## src/rtl/pcie_rst_seq_pkg.sv

```systemverilog
`timescale 1ns/1ps
package pcie_rst_seq_pkg;

  typedef enum logic [3:0] {
    ST_IDLE, ST_A_CTL, ST_PWR, ST_WAIT, ST_R_BRD, ST_AUX1, ST_HOLD,
    ST_PU, ST_PHY, ST_HCLR, ST_AUX2, ST_DTYPE, ST_LINK, ST_SD_CTL
  } seq_st_e;

  typedef struct packed {
    logic pwr;
    logic brd_n;
    logic ctl_n;
    logic hold;
    logic pu_n;
    logic aux;
    logic ltssm;
  } seq_pins_t;

endpackage

```

## src/rtl/pcie_rst_seq_timer.sv

```systemverilog
`timescale 1ns/1ps
module pcie_rst_seq_timer #(
  parameter int unsigned TW = 8
) (
  input  logic          clk_i,
  input  logic          rst_ni,
  input  logic          load_i,
  input  logic [TW-1:0] load_val_i,
  input  logic          dec_i,
  output logic          zero_o
);

  logic [TW-1:0] cnt_q;

  always_ff @(posedge clk_i or negedge rst_ni) begin
    if (!rst_ni)                      cnt_q <= '0;
    else if (load_i)                  cnt_q <= load_val_i;
    else if (dec_i && cnt_q != '0)    cnt_q <= cnt_q - 1'b1;
  end

  assign zero_o = (cnt_q == '0);

endmodule

```

## src/rtl/pcie_rst_seq_fsm.sv

```systemverilog
`timescale 1ns/1ps
module pcie_rst_seq_fsm
  import pcie_rst_seq_pkg::*;
#(
  parameter int unsigned TW        = 8,
  parameter int unsigned PERST_CYC = 20,
  parameter int unsigned PHY_TMO   = 16,
  parameter int unsigned DTW       = 4,
  parameter int unsigned DT_RC     = 4
) (
  input  logic           clk_i,
  input  logic           rst_ni,
  input  logic           start_i,
  input  logic           shutdown_i,
  input  logic           phy_done_i,
  input  logic           tmr_zero_i,
  output logic           tmr_load_o,
  output logic [TW-1:0]  tmr_val_o,
  output logic           tmr_dec_o,
  output seq_pins_t      pins_o,
  output logic [DTW-1:0] dev_type_o,
  output logic           phy_start_o,
  output logic           done_o,
  output logic           fault_o
);

  localparam logic [TW-1:0]  PERST_LD = TW'(PERST_CYC - 1);
  localparam logic [TW-1:0]  PHY_LD   = TW'(PHY_TMO - 1);
  localparam logic [TW-1:0]  PERST_SAT = TW'(PERST_CYC);
  localparam logic [DTW-1:0] RC_VAL   = DTW'(DT_RC);

  seq_st_e        st_q;
  seq_pins_t      pins_q;
  logic [DTW-1:0] dev_type_q;
  logic           phy_start_q, done_q, fault_q;

  always_comb begin
    tmr_load_o = 1'b0;
    tmr_val_o  = PERST_LD;
    tmr_dec_o  = 1'b0;
    unique case (st_q)
      ST_PWR:        tmr_load_o = 1'b1;
      ST_PU:   begin tmr_load_o = 1'b1; tmr_val_o = PHY_LD; end
      ST_WAIT,
      ST_PHY:        tmr_dec_o  = 1'b1;
      default: ;
    endcase
  end

  always_ff @(posedge clk_i or negedge rst_ni) begin
    if (!rst_ni) begin
      st_q        <= ST_IDLE;
      pins_q      <= '0;
      dev_type_q  <= '0;
      phy_start_q <= 1'b0;
      done_q      <= 1'b0;
      fault_q     <= 1'b0;
    end else begin
      phy_start_q <= 1'b0;
      if (shutdown_i && st_q != ST_SD_CTL) begin
        pins_q.brd_n <= 1'b0;
        pins_q.ltssm <= 1'b0;
        done_q       <= 1'b0;
        st_q         <= ST_SD_CTL;
      end else begin
        unique case (st_q)
          ST_IDLE: if (start_i) begin
            pins_q.brd_n <= 1'b0;
            pins_q.hold  <= 1'b0;
            pins_q.pu_n  <= 1'b0;
            pins_q.aux   <= 1'b0;
            pins_q.ltssm <= 1'b0;
            dev_type_q   <= '0;
            done_q       <= 1'b0;
            fault_q      <= 1'b0;
            st_q         <= ST_A_CTL;
          end
          ST_A_CTL: begin pins_q.ctl_n <= 1'b0; st_q <= ST_PWR; end
          ST_PWR:   begin pins_q.pwr   <= 1'b1; st_q <= ST_WAIT; end
          ST_WAIT: if (tmr_zero_i) begin
            pins_q.ctl_n <= 1'b1;
            st_q         <= ST_R_BRD;
          end
          ST_R_BRD: begin pins_q.brd_n <= 1'b1; st_q <= ST_AUX1; end
          ST_AUX1:  begin pins_q.aux   <= 1'b1; st_q <= ST_HOLD; end
          ST_HOLD:  begin pins_q.hold  <= 1'b1; st_q <= ST_PU;   end
          ST_PU: begin
            pins_q.pu_n <= 1'b1;
            phy_start_q <= 1'b1;
            st_q        <= ST_PHY;
          end
          ST_PHY: begin
            if (phy_done_i) begin
              pins_q.aux <= 1'b0;
              st_q       <= ST_HCLR;
            end else if (tmr_zero_i) begin
              fault_q <= 1'b1;
              st_q    <= ST_IDLE;
            end
          end
          ST_HCLR:  begin pins_q.hold <= 1'b0; st_q <= ST_AUX2;  end
          ST_AUX2:  begin pins_q.aux  <= 1'b1; st_q <= ST_DTYPE; end
          ST_DTYPE: begin dev_type_q  <= RC_VAL; st_q <= ST_LINK; end
          ST_LINK: begin
            pins_q.ltssm <= 1'b1;
            done_q       <= 1'b1;
            st_q         <= ST_IDLE;
          end
          ST_SD_CTL: begin pins_q.ctl_n <= 1'b0; st_q <= ST_IDLE; end
          default: st_q <= ST_IDLE;
        endcase
      end
    end
  end

  assign pins_o      = pins_q;
  assign dev_type_o  = dev_type_q;
  assign phy_start_o = phy_start_q;
  assign done_o      = done_q;
  assign fault_o     = fault_q;

  // cycles with power on while controller PERST held, saturating
  logic [TW-1:0] pw_cnt_q;
  always_ff @(posedge clk_i or negedge rst_ni) begin
    if (!rst_ni)                           pw_cnt_q <= '0;
    else if (!pins_q.pwr || pins_q.ctl_n)  pw_cnt_q <= '0;
    else if (pw_cnt_q != PERST_SAT)        pw_cnt_q <= pw_cnt_q + 1'b1;
  end

  p_perst_rel_order_r2: assert property (@(posedge clk_i) disable iff (!rst_ni)
    $rose(pins_q.brd_n) |-> pins_q.ctl_n);

  p_perst_width_r3: assert property (@(posedge clk_i) disable iff (!rst_ni)
    $rose(pins_q.ctl_n) |-> (pw_cnt_q == PERST_SAT));

  p_hold_over_pu_r4: assert property (@(posedge clk_i) disable iff (!rst_ni)
    $rose(pins_q.pu_n) |-> (pins_q.hold && pins_q.aux));

  p_aux_gap_r5: assert property (@(posedge clk_i) disable iff (!rst_ni)
    $fell(pins_q.hold) |-> !pins_q.aux);

  p_rc_before_link_r6: assert property (@(posedge clk_i) disable iff (!rst_ni)
    $rose(pins_q.ltssm) |-> ($past(dev_type_q) == RC_VAL));

  p_done_fault_excl_r8: assert property (@(posedge clk_i) disable iff (!rst_ni)
    !(done_q && fault_q));

  p_perst_asrt_order_r9: assert property (@(posedge clk_i) disable iff (!rst_ni)
    $fell(pins_q.ctl_n) |-> !pins_q.brd_n);

endmodule

```

## src/rtl/pcie_rst_seq.sv

```systemverilog
`timescale 1ns/1ps
module pcie_rst_seq
  import pcie_rst_seq_pkg::*;
#(
  parameter int unsigned CLK_HZ      = 125_000_000,
  parameter int unsigned PERST_MS    = 100,
  parameter int unsigned PHY_TMO     = 4096,
  parameter int unsigned DEV_TYPE_W  = 4,
  parameter int unsigned DEV_TYPE_RC = 4
) (
  input  logic                  clk_i,
  input  logic                  rst_ni,
  input  logic                  start_i,
  input  logic                  shutdown_i,
  input  logic                  phy_done_i,
  output logic                  slot_pwr_en_o,
  output logic                  board_perst_no,
  output logic                  ctrl_perst_no,
  output logic                  phy_hold_rst_o,
  output logic                  pwr_up_rst_no,
  output logic                  aux_clk_en_o,
  output logic [DEV_TYPE_W-1:0] dev_type_o,
  output logic                  ltssm_en_o,
  output logic                  phy_start_o,
  output logic                  done_o,
  output logic                  fault_o
);

  localparam int unsigned PERST_CYC = CLK_HZ / 1000 * PERST_MS;
  localparam int unsigned MAX_CYC   = (PERST_CYC > PHY_TMO) ? PERST_CYC : PHY_TMO;
  localparam int unsigned TW        = $clog2(MAX_CYC + 1);

  logic          tmr_load, tmr_dec, tmr_zero;
  logic [TW-1:0] tmr_val;
  seq_pins_t     pins;

  pcie_rst_seq_timer #(.TW(TW)) u_timer (
    .clk_i      (clk_i),
    .rst_ni     (rst_ni),
    .load_i     (tmr_load),
    .load_val_i (tmr_val),
    .dec_i      (tmr_dec),
    .zero_o     (tmr_zero)
  );

  pcie_rst_seq_fsm #(
    .TW        (TW),
    .PERST_CYC (PERST_CYC),
    .PHY_TMO   (PHY_TMO),
    .DTW       (DEV_TYPE_W),
    .DT_RC     (DEV_TYPE_RC)
  ) u_fsm (
    .clk_i       (clk_i),
    .rst_ni      (rst_ni),
    .start_i     (start_i),
    .shutdown_i  (shutdown_i),
    .phy_done_i  (phy_done_i),
    .tmr_zero_i  (tmr_zero),
    .tmr_load_o  (tmr_load),
    .tmr_val_o   (tmr_val),
    .tmr_dec_o   (tmr_dec),
    .pins_o      (pins),
    .dev_type_o  (dev_type_o),
    .phy_start_o (phy_start_o),
    .done_o      (done_o),
    .fault_o     (fault_o)
  );

  assign slot_pwr_en_o  = pins.pwr;
  assign board_perst_no = pins.brd_n;
  assign ctrl_perst_no  = pins.ctl_n;
  assign phy_hold_rst_o = pins.hold;
  assign pwr_up_rst_no  = pins.pu_n;
  assign aux_clk_en_o   = pins.aux;
  assign ltssm_en_o     = pins.ltssm;

endmodule

```

## config.mk

```make
export PLATFORM = sky130hd
export DESIGN_NAME = pcie_rst_seq
export DESIGN_NICKNAME = d
export VERILOG_FILES = /design/src/rtl/pcie_rst_seq_pkg.sv /design/src/rtl/pcie_rst_seq_timer.sv /design/src/rtl/pcie_rst_seq_fsm.sv /design/src/rtl/pcie_rst_seq.sv
export SDC_FILE = /design/constraint.sdc
export NUM_CORES = 1
export LEC_CHECK = 0
export ABC_CLOCK_PERIOD_IN_PS = 2100
export BUFFER_PORTS_ARGS = -buffer_cell sky130_fd_sc_hd__buf_2
export CAP_MARGIN = 20
export CORE_ASPECT_RATIO = 0.8
export CORE_MARGIN = 2
export CORE_UTILIZATION = 54
export CTS_CLUSTER_SIZE = 25
export DETAILED_ROUTE_END_ITERATION = 7
export GPL_TIMING_DRIVEN = 0
export PLACE_DENSITY = 0.76
export SETUP_SLACK_MARGIN = 0.02
export SLEW_MARGIN = 5
export SYNTH_ARGS = -nofsm -noshare
export SYNTH_HDL_FRONTEND = slang
export SYNTH_HIERARCHICAL = 1
export SYNTH_SLANG_ARGS = --single-unit
```

## constraint.sdc

```tcl
create_clock -name clk_i -period 2.1 [get_ports clk_i]
set_input_delay 0.525 -clock clk_i [delete_from_list [all_inputs] [get_ports clk_i]]
set_output_delay 0.525 -clock clk_i [all_outputs]
set_load 0.01 [all_outputs]
```

==> impl_metrics.env <==
export IMPL_status="finished with violations"
export IMPL_violations="setup timing"
export IMPL_antenna_cells=0
export IMPL_num_vias=2487
export IMPL_nets=378
export IMPL_first_global_vias=2197
export IMPL_rsz0062_at_grt="true"
export IMPL_fin_ws_ns=-0.0177
export IMPL_slew_viol_final=0
export IMPL_cts_buffers=5
export IMPL_insertion_delay_ns=0.30
export IMPL_fmax_mhz=472
export IMPL_io_buffers=15
export IMPL_maxCapViolations=0
export IMPL_cts_tree="yes"
export IMPL_drive_gt1_frac=0.395
export IMPL_start_util=0.561
export IMPL_grt_overflow=0
export IMPL_synth_cell_types=59
export IMPL_h_tree_depth=2
export IMPL_place_hpwl_um=4000
export IMPL_syn_area_per_cell_um2=8.57
export IMPL_synth_edff_count=0
export IMPL_fillers=320
export IMPL_io_pins=19
export IMPL_yosys_area_top_type="dfrtp_1"
export IMPL_fin_setup_tns_ns=-0.0274
export IMPL_slew_headroom=0.429
export IMPL_die_area_um2=5310
export IMPL_cts_buffer_depth=2
export IMPL_dieHeight_um=65.6
export IMPL_ys_flop_type="dfrtp_1"
export IMPL_gr_usage_all_layers=0.261
export IMPL_fin_skew_ns=0.0143
export IMPL_gp_congestion=0.912
export IMPL_cts_sinks=38
export IMPL_vias_per_cell=5.76
export IMPL_finalCritPeriodShare=1.01
export IMPL_ff2ff_path_depth=9
export IMPL_routed_wl_um=7150
export IMPL_coreArea_um2=4570
export IMPL_placementRows=22
export IMPL_tightest_slew_ns=0.857
export IMPL_worstPathRequired_ns=2.27
export IMPL_clk_pin_slew_ns=0.08
export IMPL_synth_area_um2=2560
export IMPL_grt_max_degree=39
export IMPL_die_x_um=81
export IMPL_dp_cells=385
export IMPL_drt_iter0_markers=336
export IMPL_cp_arrival_ns=2.29
export IMPL_yosysSeqAreaShare=0.371
export IMPL_yosys_warnings=6
export IMPL_drtAntennaViolNets=0
export IMPL_drcViolationCount=0
export IMPL_setup_violations=3
export IMPL_leakage_nw=1.44
export IMPL_layout_cells_non_filler=432
export IMPL_ys_seq_elements=38
export IMPL_synth_cells=299
export IMPL_worst_setup_path_start_kind="flip-flop"
export IMPL_synth_top_area_share=0.371
export IMPL_path_class="flip-flop to flip-flop"
export IMPL_hold_ws_ns=0.332
export IMPL_clockRootBuffer="clkbuf_8"
export IMPL_grt_pass1_wl_um=10600
export IMPL_powerDensity_nw_per_um2=1310
export IMPL_dr_pass1_iters=5
export IMPL_worstHoldPathType="primary input to async pin"
export IMPL_yosysMostFrequentCell="dfrtp_1"
export IMPL_hold_violations=0
export IMPL_synth_top_cells_by_area="dfrtp_1 37%, buf_4 7.9%, o21ai_0 4.9%"
export IMPL_vdd_ir_drop_max_mv=0.713
export IMPL_wl_per_cell_um=16.5
export IMPL_syn_to_final_growth_pct=34.9
export IMPL_place_ws_ns=-0.438
export IMPL_antenna_found_initial=0
export IMPL_synth_common_cells="38 x dfrtp_1, 32 x nand2_1, 27 x buf_4, 25 x o21ai_0, 21 x nor2_1"
export IMPL_final_util=0.756
export IMPL_path_max_fanout=6
export IMPL_period_minus_slack_ns=2.12
export IMPL_ys_async_sr_fraction=1.00
export IMPL_end_kind="flip-flop"
routing by layer:
| metal | share of wire | track usage |
|---|---|---|
| met1 | 0.45 | 0.375 |
| met2 | 0.46 | 0.397 |
| met3 | 0.064 | 0.0453 |
| met4 | 0.017 | 0.0911 |
| met5 | 0 | 0 |
kinds of logic (layout without fill, tap and decap cells):
kind of cell    Yosys count  after routing  synth area share
simple gates            116            116             0.252
flops                    38             38             0.371
fa+ha+maj                 2              2           0.00977
buf+inv                  50            112             0.118
compound gates           70             70             0.174
other cells               2             13           0.00293
xor+xnor                 21             21            0.0718
report_power, final:
part	switching, mW	internal, mW	leakage [nW]
combinational	1.27	1.21	0.925
sequential	0.430	1.07	0.464
clock	0.280	0.264	0.0472
total	1.98	2.54	1.44
metrics by stage:
step	power, mW	cell area, um2
finish	4.53	3460
global route	4.84	3460
CTS	4.00	3110
detailed placement	3.12	2790
global placement	3.08	2790
floorplan	2.69	2640
path summary, 6_finish.rpt:
path	from	endpoint	slack, ns
setup / recovery	u_fsm/st_q[3]	u_timer/cnt_q[14]	-0.02
hold / removal	rst_ni	u_fsm/done_o	0.33
setup reg to reg	u_fsm/st_q[3]	u_timer/cnt_q[14]	-0.02
hold reg to reg	u_fsm/pins_o[2]	u_fsm/pins_o[2]	0.49
max in group asynchronous	rst_ni	u_timer/cnt_q[16]	1.16
min in group clk_i	u_fsm/pins_o[2]	u_fsm/pins_o[2]	0.49
cell type report:
type | count | area, um2 | area share
well taps | 60 | 75.1 | 0.0217
plain buffers | 41 | 312 | 0.0902
clock buffers | 6 | 82.6 | 0.0239
repair buffers | 55 | 390 | 0.113
multi-input cells | 222 | 1590 | 0.461
inverters | 8 | 30.0 | 0.00869
clock inverters | 2 | 12.5 | 0.00362
flip-flops and latches | 38 | 960 | 0.278
flip-flops by register name, indices dropped and copies added, names as in the netlist:
name,cells
u_fsm/dev_type_o,1
u_timer/cnt_q,24
u_fsm/done_o,1
u_fsm/st_q,4
u_fsm/fault_o,1
u_fsm/phy_start_o,1
u_fsm/pins_o,6
timing repair:
action | 4_1_cts | 5_1_grt
setup endpoints to repair | 30 | 30
hold buffers | 0 | 0
buffers inserted | 11 | 29
resized for setup | 30 | 38
pin swaps | 12 | 22
worst max-delay path: stages, from the launching register on:
cell      delay, ns
dfrtp_2        0.45
nand3b_1       0.23
o21a_1         0.18
nor2_4         0.12
and4bb_2       0.30
nand3_4        0.15
buf_4          0.18
nor4_4         0.14
xnor2_1        0.15
o21ai_0        0.09
cells in the final DEF, fill, tap and decap left out, types with 2 or more instances in the layout:
master,synthesis,final
dfrtp_1,38,31
or3_1,2,2
nor2_4,0,3
o21a_1,2,2
o211ai_1,5,5
nor4_1,12,2
buf_6,1,8
buf_2,5,17
a31oi_1,2,2
clkbuf_8,0,6
nand4_1,4,4
or2_2,2,2
clkbuf_1,8,3
and4_1,2,2
nand2b_1,7,6
o21ai_1,4,6
or4_4,1,3
conb_1,2,13
a21oi_1,12,11
nand3_1,4,3
nor2b_1,3,3
nand2_2,0,2
nor4_4,1,9
buf_4,27,62
nand2_1,32,30
xnor2_1,12,12
xor2_1,9,9
nor2_1,21,18
dfrtp_2,0,7
inv_1,8,8
nor4_2,1,3
a211oi_1,2,2
nand3b_1,4,4
o21ai_2,1,2
ha_1,2,2
nor3_1,8,7
clkbuf_4,0,4
o21ai_0,25,22
No activity file was read; power rests on OpenSTA's default activity.
